`config.mk`:
```
export PLATFORM = sky130hd
export DESIGN_NAME = rac_core_top
export DESIGN_NICKNAME = d
export VERILOG_FILES = /design/src/rtl/rac_pkg.sv /design/src/rtl/rac_imem.sv /design/src/rtl/rac_regfile.sv /design/src/rtl/rac_alu.sv /design/src/rtl/rac_ctrl.sv /design/src/rtl/rac_core_top.sv
export SDC_FILE = /design/constraint.sdc
export NUM_CORES = 1
export LEC_CHECK = 0
export BUFFER_PORTS_ARGS = -buffer_cell sky130_fd_sc_hd__buf_2
export CORE_UTILIZATION = 35
export DETAILED_ROUTE_END_ITERATION = 8
export PLACE_DENSITY = 0.6
export SLEW_MARGIN = 0
export SYNTH_ARGS = -nofsm -noshare
export SYNTH_HDL_FRONTEND = slang
export SYNTH_SLANG_ARGS = --single-unit
```
`constraint.sdc`:
```
create_clock -name clk -period 4.35 [get_ports clk]
set_clock_uncertainty 0.05 [all_clocks]
set_input_delay 0.6525 -clock clk [delete_from_list [all_inputs] [get_ports clk]]
set_output_delay 0.6525 -clock clk [all_outputs]
set_load 0.01 [all_outputs]
```
`src/rtl/rac_pkg.sv`:
```
package rac_pkg;

  localparam int WORD_W     = 16;
  localparam int RSEL_W     = 3;
  localparam int NUM_REGS   = 1 << RSEL_W;
  localparam int FN_W       = 2;
  localparam int RSVD_W     = WORD_W - FN_W - 3 * RSEL_W;
  localparam int IMEM_DEPTH = 128;
  localparam int PC_W       = $clog2(IMEM_DEPTH);

  typedef enum logic [1:0] {
    PH_FETCH   = 2'd0,
    PH_EXECUTE = 2'd1,
    PH_ADVANCE = 2'd2
  } phase_t;

  typedef enum logic [FN_W-1:0] {
    FN_ADD = 2'b00,
    FN_SUB = 2'b01,
    FN_AND = 2'b10,
    FN_OR  = 2'b11
  } alu_fn_t;

  typedef struct packed {
    logic [RSVD_W-1:0] rsvd;
    alu_fn_t           fn;
    logic [RSEL_W-1:0] dst;
    logic [RSEL_W-1:0] src_b;
    logic [RSEL_W-1:0] src_a;
  } insn_t;

  // Boot image generator: one word per address.
  function automatic logic [WORD_W-1:0] boot_word(input int unsigned addr);
    logic [6:0] a7;
    insn_t      w;
    a7 = 7'(addr);
    if (a7[3:0] == 4'hF) begin
      return 16'h8800 + {9'd0, a7};
    end
    w.rsvd  = '0;
    w.fn    = alu_fn_t'(a7[4:3]);
    w.dst   = 3'(a7[2:0] + 3'd1);
    w.src_b = a7[6:4];
    w.src_a = a7[2:0];
    return w;
  endfunction

endpackage

```
`src/rtl/rac_imem.sv`:
```
module rac_imem
  import rac_pkg::*;
#(
  parameter int DEPTH = IMEM_DEPTH,
  parameter int DW    = WORD_W,
  localparam int AW   = $clog2(DEPTH)
) (
  input  logic          clk,
  input  logic          rst,
  input  logic          rd_en,
  input  logic [AW-1:0] rd_addr,
  output logic [DW-1:0] rd_q
);

  logic [DW-1:0] rom [DEPTH];

  initial begin
    for (int i = 0; i < DEPTH; i++) begin
      rom[i] = DW'(boot_word(i));
    end
  end

  // Registered read port; the output register doubles as the IR.
  always_ff @(posedge clk) begin
    if (rst) begin
      rd_q <= '0;
    end else if (rd_en) begin
      rd_q <= rom[rd_addr];
    end
  end

  AST_IR_HOLD: assert property (@(posedge clk) disable iff (rst)
    !rd_en |=> $stable(rd_q));

endmodule

```
`src/rtl/rac_regfile.sv`:
```
module rac_regfile
  import rac_pkg::*;
#(
  parameter int N        = NUM_REGS,
  parameter int DW       = WORD_W,
  parameter logic [DW-1:0] SEED0 = '1,
  localparam int SW      = $clog2(N)
) (
  input  logic          clk,
  input  logic          rst,
  input  logic          we,
  input  logic [SW-1:0] wsel,
  input  logic [DW-1:0] wdata,
  input  logic [SW-1:0] rsel_a,
  input  logic [SW-1:0] rsel_b,
  output logic [DW-1:0] rdata_a,
  output logic [DW-1:0] rdata_b
);

  logic [N-1:0][DW-1:0] rf_q;

  for (genvar g = 0; g < N; g++) begin : g_entry
    localparam logic [DW-1:0] RST_VAL = (g == 0) ? SEED0 : '0;
    always_ff @(posedge clk) begin
      if (rst) begin
        rf_q[g] <= RST_VAL;
      end else if (we && (wsel == SW'(g))) begin
        rf_q[g] <= wdata;
      end
    end
  end

  assign rdata_a = rf_q[rsel_a];
  assign rdata_b = rf_q[rsel_b];

  AST_RF_QUIET: assert property (@(posedge clk) disable iff (rst)
    !we |=> $stable(rf_q));

  AST_RF_SEED: assert property (@(posedge clk) disable iff (rst)
    $past(rst) |-> (rf_q[0] == SEED0));

endmodule

```
`src/rtl/rac_alu.sv`:
```
module rac_alu
  import rac_pkg::*;
#(
  parameter int DW = WORD_W
) (
  input  alu_fn_t       fn,
  input  logic [DW-1:0] opa,
  input  logic [DW-1:0] opb,
  output logic [DW-1:0] res
);

  always_comb begin
    unique case (fn)
      FN_ADD:  res = opa + opb;
      FN_SUB:  res = opa - opb;
      FN_AND:  res = opa & opb;
      FN_OR:   res = opa | opb;
      default: res = '0;
    endcase
  end

  always_comb begin
    if (fn == FN_SUB) begin
      AST_SUB_INVERSE: assert (DW'(res + opb) == opa);
    end
  end

endmodule

```
`src/rtl/rac_ctrl.sv`:
```
module rac_ctrl
  import rac_pkg::*;
(
  input  logic clk,
  input  logic rst,
  input  logic insn_legal,
  output logic load_ir,
  output logic wr_reg,
  output logic pc_inc
);

  phase_t ph_q, ph_d;

  always_comb begin
    unique case (ph_q)
      PH_FETCH:   ph_d = PH_EXECUTE;
      PH_EXECUTE: ph_d = PH_ADVANCE;
      default:    ph_d = PH_FETCH;
    endcase
  end

  always_ff @(posedge clk) begin
    if (rst) begin
      ph_q <= PH_FETCH;
    end else begin
      ph_q <= ph_d;
    end
  end

  assign load_ir = (ph_q == PH_FETCH);
  assign wr_reg  = (ph_q == PH_EXECUTE) && insn_legal;
  assign pc_inc  = (ph_q == PH_ADVANCE);

  AST_STROBE_EXCL: assert property (@(posedge clk) disable iff (rst)
    $onehot0({load_ir, wr_reg, pc_inc}));

  AST_FETCH_AFTER_ADV: assert property (@(posedge clk) disable iff (rst)
    pc_inc |=> load_ir);

  AST_NO_BACK2BACK_LOAD: assert property (@(posedge clk) disable iff (rst)
    load_ir |=> !load_ir && !pc_inc);

endmodule

```
`src/rtl/rac_core_top.sv`:
```
module rac_core_top
  import rac_pkg::*;
(
  input  logic              clk,
  input  logic              rst,
  output logic [PC_W-1:0]   dbg_pc,
  output logic [WORD_W-1:0] dbg_ir,
  output logic              dbg_wr_en,
  output logic [RSEL_W-1:0] dbg_wr_sel,
  output logic [WORD_W-1:0] dbg_wr_data
);

  logic [PC_W-1:0]   pc_q;
  logic [WORD_W-1:0] ir_q;
  insn_t             ir_f;
  logic              legal;
  logic              load_ir, wr_reg, pc_inc;
  logic [WORD_W-1:0] opa, opb, alu_y;
  logic              wr_en_q;
  logic [RSEL_W-1:0] wr_sel_q;
  logic [WORD_W-1:0] wr_data_q;

  assign ir_f  = insn_t'(ir_q);
  assign legal = (ir_f.rsvd == '0);

  rac_ctrl u_ctrl (
    .clk        (clk),
    .rst        (rst),
    .insn_legal (legal),
    .load_ir    (load_ir),
    .wr_reg     (wr_reg),
    .pc_inc     (pc_inc)
  );

  rac_imem #(.DEPTH(IMEM_DEPTH), .DW(WORD_W)) u_imem (
    .clk     (clk),
    .rst     (rst),
    .rd_en   (load_ir),
    .rd_addr (pc_q),
    .rd_q    (ir_q)
  );

  rac_regfile #(.N(NUM_REGS), .DW(WORD_W), .SEED0('1)) u_rf (
    .clk     (clk),
    .rst     (rst),
    .we      (wr_reg),
    .wsel    (ir_f.dst),
    .wdata   (alu_y),
    .rsel_a  (ir_f.src_a),
    .rsel_b  (ir_f.src_b),
    .rdata_a (opa),
    .rdata_b (opb)
  );

  rac_alu #(.DW(WORD_W)) u_alu (
    .fn  (ir_f.fn),
    .opa (opa),
    .opb (opb),
    .res (alu_y)
  );

  always_ff @(posedge clk) begin
    if (rst) begin
      pc_q <= '0;
    end else if (pc_inc) begin
      pc_q <= pc_q + 1'b1;
    end
  end

  always_ff @(posedge clk) begin
    if (rst) begin
      wr_en_q   <= 1'b0;
      wr_sel_q  <= '0;
      wr_data_q <= '0;
    end else begin
      wr_en_q <= wr_reg;
      if (wr_reg) begin
        wr_sel_q  <= ir_f.dst;
        wr_data_q <= alu_y;
      end
    end
  end

  assign dbg_pc      = pc_q;
  assign dbg_ir      = ir_q;
  assign dbg_wr_en   = wr_en_q;
  assign dbg_wr_sel  = wr_sel_q;
  assign dbg_wr_data = wr_data_q;

  AST_PC_STEP: assert property (@(posedge clk) disable iff (rst)
    !$stable(pc_q) |-> (pc_q == PC_W'($past(pc_q) + 1)));

  AST_NOP_SILENT: assert property (@(posedge clk) disable iff (rst)
    (!legal && !load_ir && !pc_inc) |=> !dbg_wr_en);

  AST_WR_PULSE: assert property (@(posedge clk) disable iff (rst)
    dbg_wr_en |=> !dbg_wr_en);

endmodule

```
======== Word-level counts from Yosys, hierarchy flattened ========
Memories as Yosys holds them, arrays and structs flattened. A register that Yosys moved wholly into a read port is not among the register bits.
Index checks and enable logic that the tools add are counted.
cells by class
  add/subtract/negate cells ............... 3
  $lt $le $gt $ge ......................... 2
  eq/ne operators ......................... 12
  multiplexer cells ....................... 6
  bitwise operators ....................... 2
  reductions and logical operators ........ 13
operators with widths
  kind                 count
  $bmux 16 s3          2
  $pmux 16 s4          1
  $mux 16              2
  $add 16x16->16       1
  $and 16x16->16       1
  $or 16x16->16        1
  $sub 16x16->16       1
  $eq 3x3->1 const B   4
  $logic_and 1x1->1    9
  $lt 3x4->1 const B   2
  $add 7x1->7 const B  1
  $eq 2x2->1 const B   3
  $eq 3x2->1 const B   2
  $logic_not 5->1      1
  $eq 2x1->1 const B   2
  $logic_not 2->1      2
  $pmux 2 s2           1
  $eq 3x1->1 const B   1
  $logic_not 3->1      1
word-level totals
  bits in registers ....................... 173
  bits in read-only memories .............. 1664
  word-level logic and storage cells ...... 53
  memories ................................ 1
memory list
  memory      depth  width  read ports  clocked after memory_dff  write ports  RTL line        RTL
  u_imem.rom  128    13     1           1                         0            rac_imem.sv:15  logic [DW-1:0] rom [DEPTH];

======== Longest topological paths before layout ========
  word-level depth ........................ 4
  gate-level depth with buffers ........... 21
  mapped depth without buffers ............ 16

======== Modules after synthesis ========
From an unflattened synthesis, not the netlist that was laid out.
unflattened totals
  cell total of the unflattened synthesis .. 1060
  area total of the unflattened synthesis .. 9690.5 µm²
by module, submodules not included
  module        instances  cells each  area each (µm²)  seq. area each (µm²)
  rac_regfile   1          688         6645.1           2562.5
  rac_alu       1          203         1395.1           0.0
  rac_core_top  1          97          993.5            540.5
  rac_imem      1          65          580.6            240.2
  rac_ctrl      1          7           76.3             40.0

======== Worst setup path after synthesis ========
No wires, ideal clock.
  path kind ............................... reg2reg
  from .................................... register u_imem.rd_q[5], read port of u_imem.rom
  to ...................................... register u_rf.rf_q[13] (netlist name)
  data arrival time ....................... 4.697 ns
  path slack .............................. -0.540 ns
  cell stages (with the launch flop) ...... 20
  path buffers ............................ 4
  path through ............................ dfxtp_1 -> buf_2 -> buf_2 -> buf_2 -> buf_2 -> mux2i_1 -> mux4_2 -> ha_1 -> nand2_1 -> o21ai_0 -> inv_1 -> ha_1 -> nor2b_1 -> o31a_1 -> o41ai_1 -> o211ai_1 -> a31oi_1 -> xnor2_1 -> mux2i_1 -> o211ai_1
on the way
  cells in the longest elaborated chain, start to end .. 4
  elaborated cells between the ends (all ways) .. 7
RTL lines
  element                                       RTL line           RTL
  start: declaration                            rac_imem.sv:12     output logic [DW-1:0] rd_q
  $bmux 16 s3 *                                 rac_regfile.sv:34  assign rdata_b = rf_q[rsel_b];
  $mux 16 (implied by the code) *               rac_regfile.sv:34
  $sub 16x16->16, or another cell as far along  rac_alu.sv:15      FN_SUB: res = opa - opb;
  $pmux 16 s4 *                                 rac_alu.sv:13      unique case (fn)
  end signal: indexed assignment                rac_regfile.sv:28  rf_q[g] <= wdata;
  end: declaration                              rac_regfile.sv:20  logic [N-1:0][DW-1:0] rf_q;
Every way passes the cells marked *; elsewhere a longest branch is shown, timed or not. The select of a mux whose other input is x is not followed.
A chain may end at the register's enable or synchronous reset.

======== Worst setup path in the final report ========
  from .................................... register u_imem.rd_q[4], read port of u_imem.rom
  to ...................................... register u_rf.rf_q[30] (netlist name)
Same word-level chain as after synthesis.

==> results.toml <==
[status]
status = "finished with violations"
violations = "DRC, setup timing"

[global_routing]
grt_pass1_wl_mm = 45.8
grt_pass1_vias = 8156
grt-ovfl-total = 0
grt_max_degree = 72
grt_use_total = 0.211
antenna_found_initial = 0

[logic_synthesis]
synth.top_cell.area_share = 0.358
synth_edf_count = 0
synth_cell_types = 56
synth_area_um2 = 9460
syn_avg_cell_area_um2 = 8.96
synth_cells = 1055
yosys_warnings = 0
yosys.area.top_type = "dfxtp_1"
yosysSeqAreaShare = 0.358
ys.flop_type = "dfxtp_1"
ys_ff_latch = 169
async_flop_share = 0
synth_area_leaders = "dfxtp_1 (36%), mux4_2 (15%), nor2_1 (6.0%)"

[die]
die_x_um = 166
dieArea_um2 = 27700
ioPinCount = 45
dieHeight_um = 166
row_count = 59
start_util = 0.360
core-area_um2 = 26300

[clocking]
cts.sink_count = 169
root_buffer = "clkbuf_16"
clock_path_buffers = 2
htree_num_levels = 4
cts_buffers = 17
clk_pin_slew_ns = 0.07
postCtsHoldBufs = 0
insertion_delay_ns = 0.44
cts_tree = "done"

[critical_path]
critPathArrivalTime_ns = 4.77
crit_fanout = 6
worst-setup-path-type = "flip-flop to flip-flop"
cp_data_required_time_ns = 4.67
crit_path_end_kind = "flip-flop"
start_kind = "flip-flop"
cp_slowest_cell = "mux4_2"
worstPathCellList = "buf_12 -> mux4_2 -> mux2_4 -> nand3b_4 -> or3_4 -> nand2_2 -> xor2_1 -> ha_1 -> a21o_1 -> or3_4 -> o211ai_1 -> nand3_2 -> a2111oi_4 -> nand3b_1 -> buf_6 -> buf_6 -> nor2_1 -> nor2_1"
cp_slowest_stage_delay_ns = 0.50
worst-r2r-setup-slack_ns = -0.1

[flow_run]
maxCapViolations = 0

[routing]
initialDrtViolationCount = 826
drcViolationCount = 1
vias = 8503
routed_via_density = 5.88
finalWirelength_mm = 29.4
routedWlPerCell_um = 20.3
dr.pass1.iters = 7
postRouteAntennaNets = 0

[cells_and_area]
layout.nets = 1123
mostFrequentLayoutCell = "dfxtp_1"
area_growth_pct = 18.8
layoutNonFillerInstCount = 1446
final.fill_count = 2561
n_antenna_cell = 0
final_cell_mix = "dfxtp_1 (165), nor2_1 (147), nand2_1 (127)"
drive_above_1_share = 0.251

[sta]
max_clock_freq_mhz = 225
drv_slew = 0
worst-slew-pin-transition_ns = 1.05
final-hold-violation-count = 0
min_period_over_period = 1.02
hold_ws_ns = 0.412
tns_ns = -0.649
setup_viol = 10
rsz0062_at_grt = "yes"
fin_ws_ns = -0.0975
slew_headroom = 0.292
layout_min_cycle_time_ns = 4.45

[place]
io_buffers = 41
place_ws_ns = -0.0367
dpl.cell_count = 1403
hpwl_mm = 19.1
globalplace.congestion = 0.895

[pwr]
ir_drop_mv = 0.263
power_density_nw_per_um2 = 493
seqPwrFrac = 0.309
p_total_uw = 5540
swShare = 0.395
p_int_uw = 3350
power.net_switching_uw = 2180
power_frac_clock = 0.273
power_frac_comb = 0.418
total_leakage_power_uw = 0.00409

[hold_path]
min_path_type = "flip-flop to flip-flop"
==> final timing paths <==
check / start / endpoint / cells after the start
worst max-delay path: u_imem.rd_q[4] / u_rf.rf_q[30] / 18
worst min-delay path: dbg_wr_sel[1] / dbg_wr_sel[1] / 2
worst max register to register: u_imem.rd_q[4] / u_rf.rf_q[30] / 18
worst min register to register: dbg_wr_sel[1] / dbg_wr_sel[1] / 2
==> flip-flops by register name (all words and copies together), names as in the netlist <==
register     flops
u_rf.rf_q      128
dbg_wr_data     16
u_imem.rd_q     12
dbg_pc           7
dbg_wr_sel       3
u_ctrl.ph_q      2
dbg_wr_en        1
==> synth_stat cells, types with 7 or more instances <==
cell / number
maj3_1: 11
nor2b_1: 7
mux2_2: 25
inv_1: 15
buf_1: 10
a211oi_1: 50
nand2_1: 129
a21oi_1: 84
xnor2_1: 10
dfxtp_1: 169
xor2_1: 14
a21o_1: 7
clkbuf_1: 63
a31oi_1: 18
and3_1: 11
nand3_1: 16
o41ai_1: 9
o21ai_0: 42
mux2i_1: 17
nor3_1: 23
o211ai_1: 12
buf_2: 7
nor2_1: 152
mux4_2: 62
or3_1: 8
ha_1: 22
==> metrics by stage <==
step	util	instance area, µm²
finish	0.427	11200
global route	0.427	11200
CTS	0.415	10900
detailed placement	0.392	10300
global placement	0.392	10300
floorplan	-	9530
==> cell type report <==
cell class / instances / area (µm²) / area share
clock buffers: 17 / 425 / 0.0379
clock inverters: 15 / 155 / 0.0138
inverters: 16 / 60.1 / 0.00535
multi-input cells: 788 / 5990 / 0.533
flip-flops and latches: 169 / 3390 / 0.302
well taps: 335 / 419 / 0.0373
repair buffers: 106 / 790 / 0.0703
==> power groups by stage <==
stage,clock network (µW),registers (µW),logic [µW]
5_1_grt,1600,1720,2490
2_1_floorplan,0,1730,1350
3_3_place_gp,0,1740,2000
3_5_place_dp,0,1740,2010
4_1_cts,1540,1710,2040
6_report,1510,1710,2310
==> critical path: cells and delay by family (launching register included) <==
| kind | cells | cell delay (ns) |
|---|---|---|
| AO/OA/AOI/OAI | 3 | 0.83 |
| XOR/XNOR | 1 | 0.14 |
| adder cells (fa/ha/maj) | 1 | 0.26 |
| buffers and inverters | 3 | 0.36 |
| multiplexers | 2 | 0.80 |
| AND/OR/NAND/NOR | 8 | 1.56 |
| flip-flops | 1 | 0.39 |
==> repair_timing <==
action | 4_1_cts | 5_1_grt
setup endpoints to repair | 8 | 63
pin swaps | 1 | 14
buffers inserted | 1 | 8
cloned | 0 | 2
gates resized for setup | 4 | 44
==> per-layer routing <==
layer  vias to the layer above  global-route usage  wire length, µm
met5                         -                   0                0
met2                       374               0.329            13400
met4                         0              0.0793              768
li1                       3925                   -                -
met1                      4140               0.279            12700
met3                        64              0.0591             2500
==> cell families after synthesis <==
kind of cell / synth area share
adders and majority gates: 0.0429
DFF: 0.358
xor gates and xnor gates: 0.0251
AOI/OAI and AO/OA: 0.169
other: 0.000397
muxes: 0.195
buffers and inverters: 0.0446
and+or+nand+nor: 0.165
Note: power is estimated with default switching activity, not from simulation.
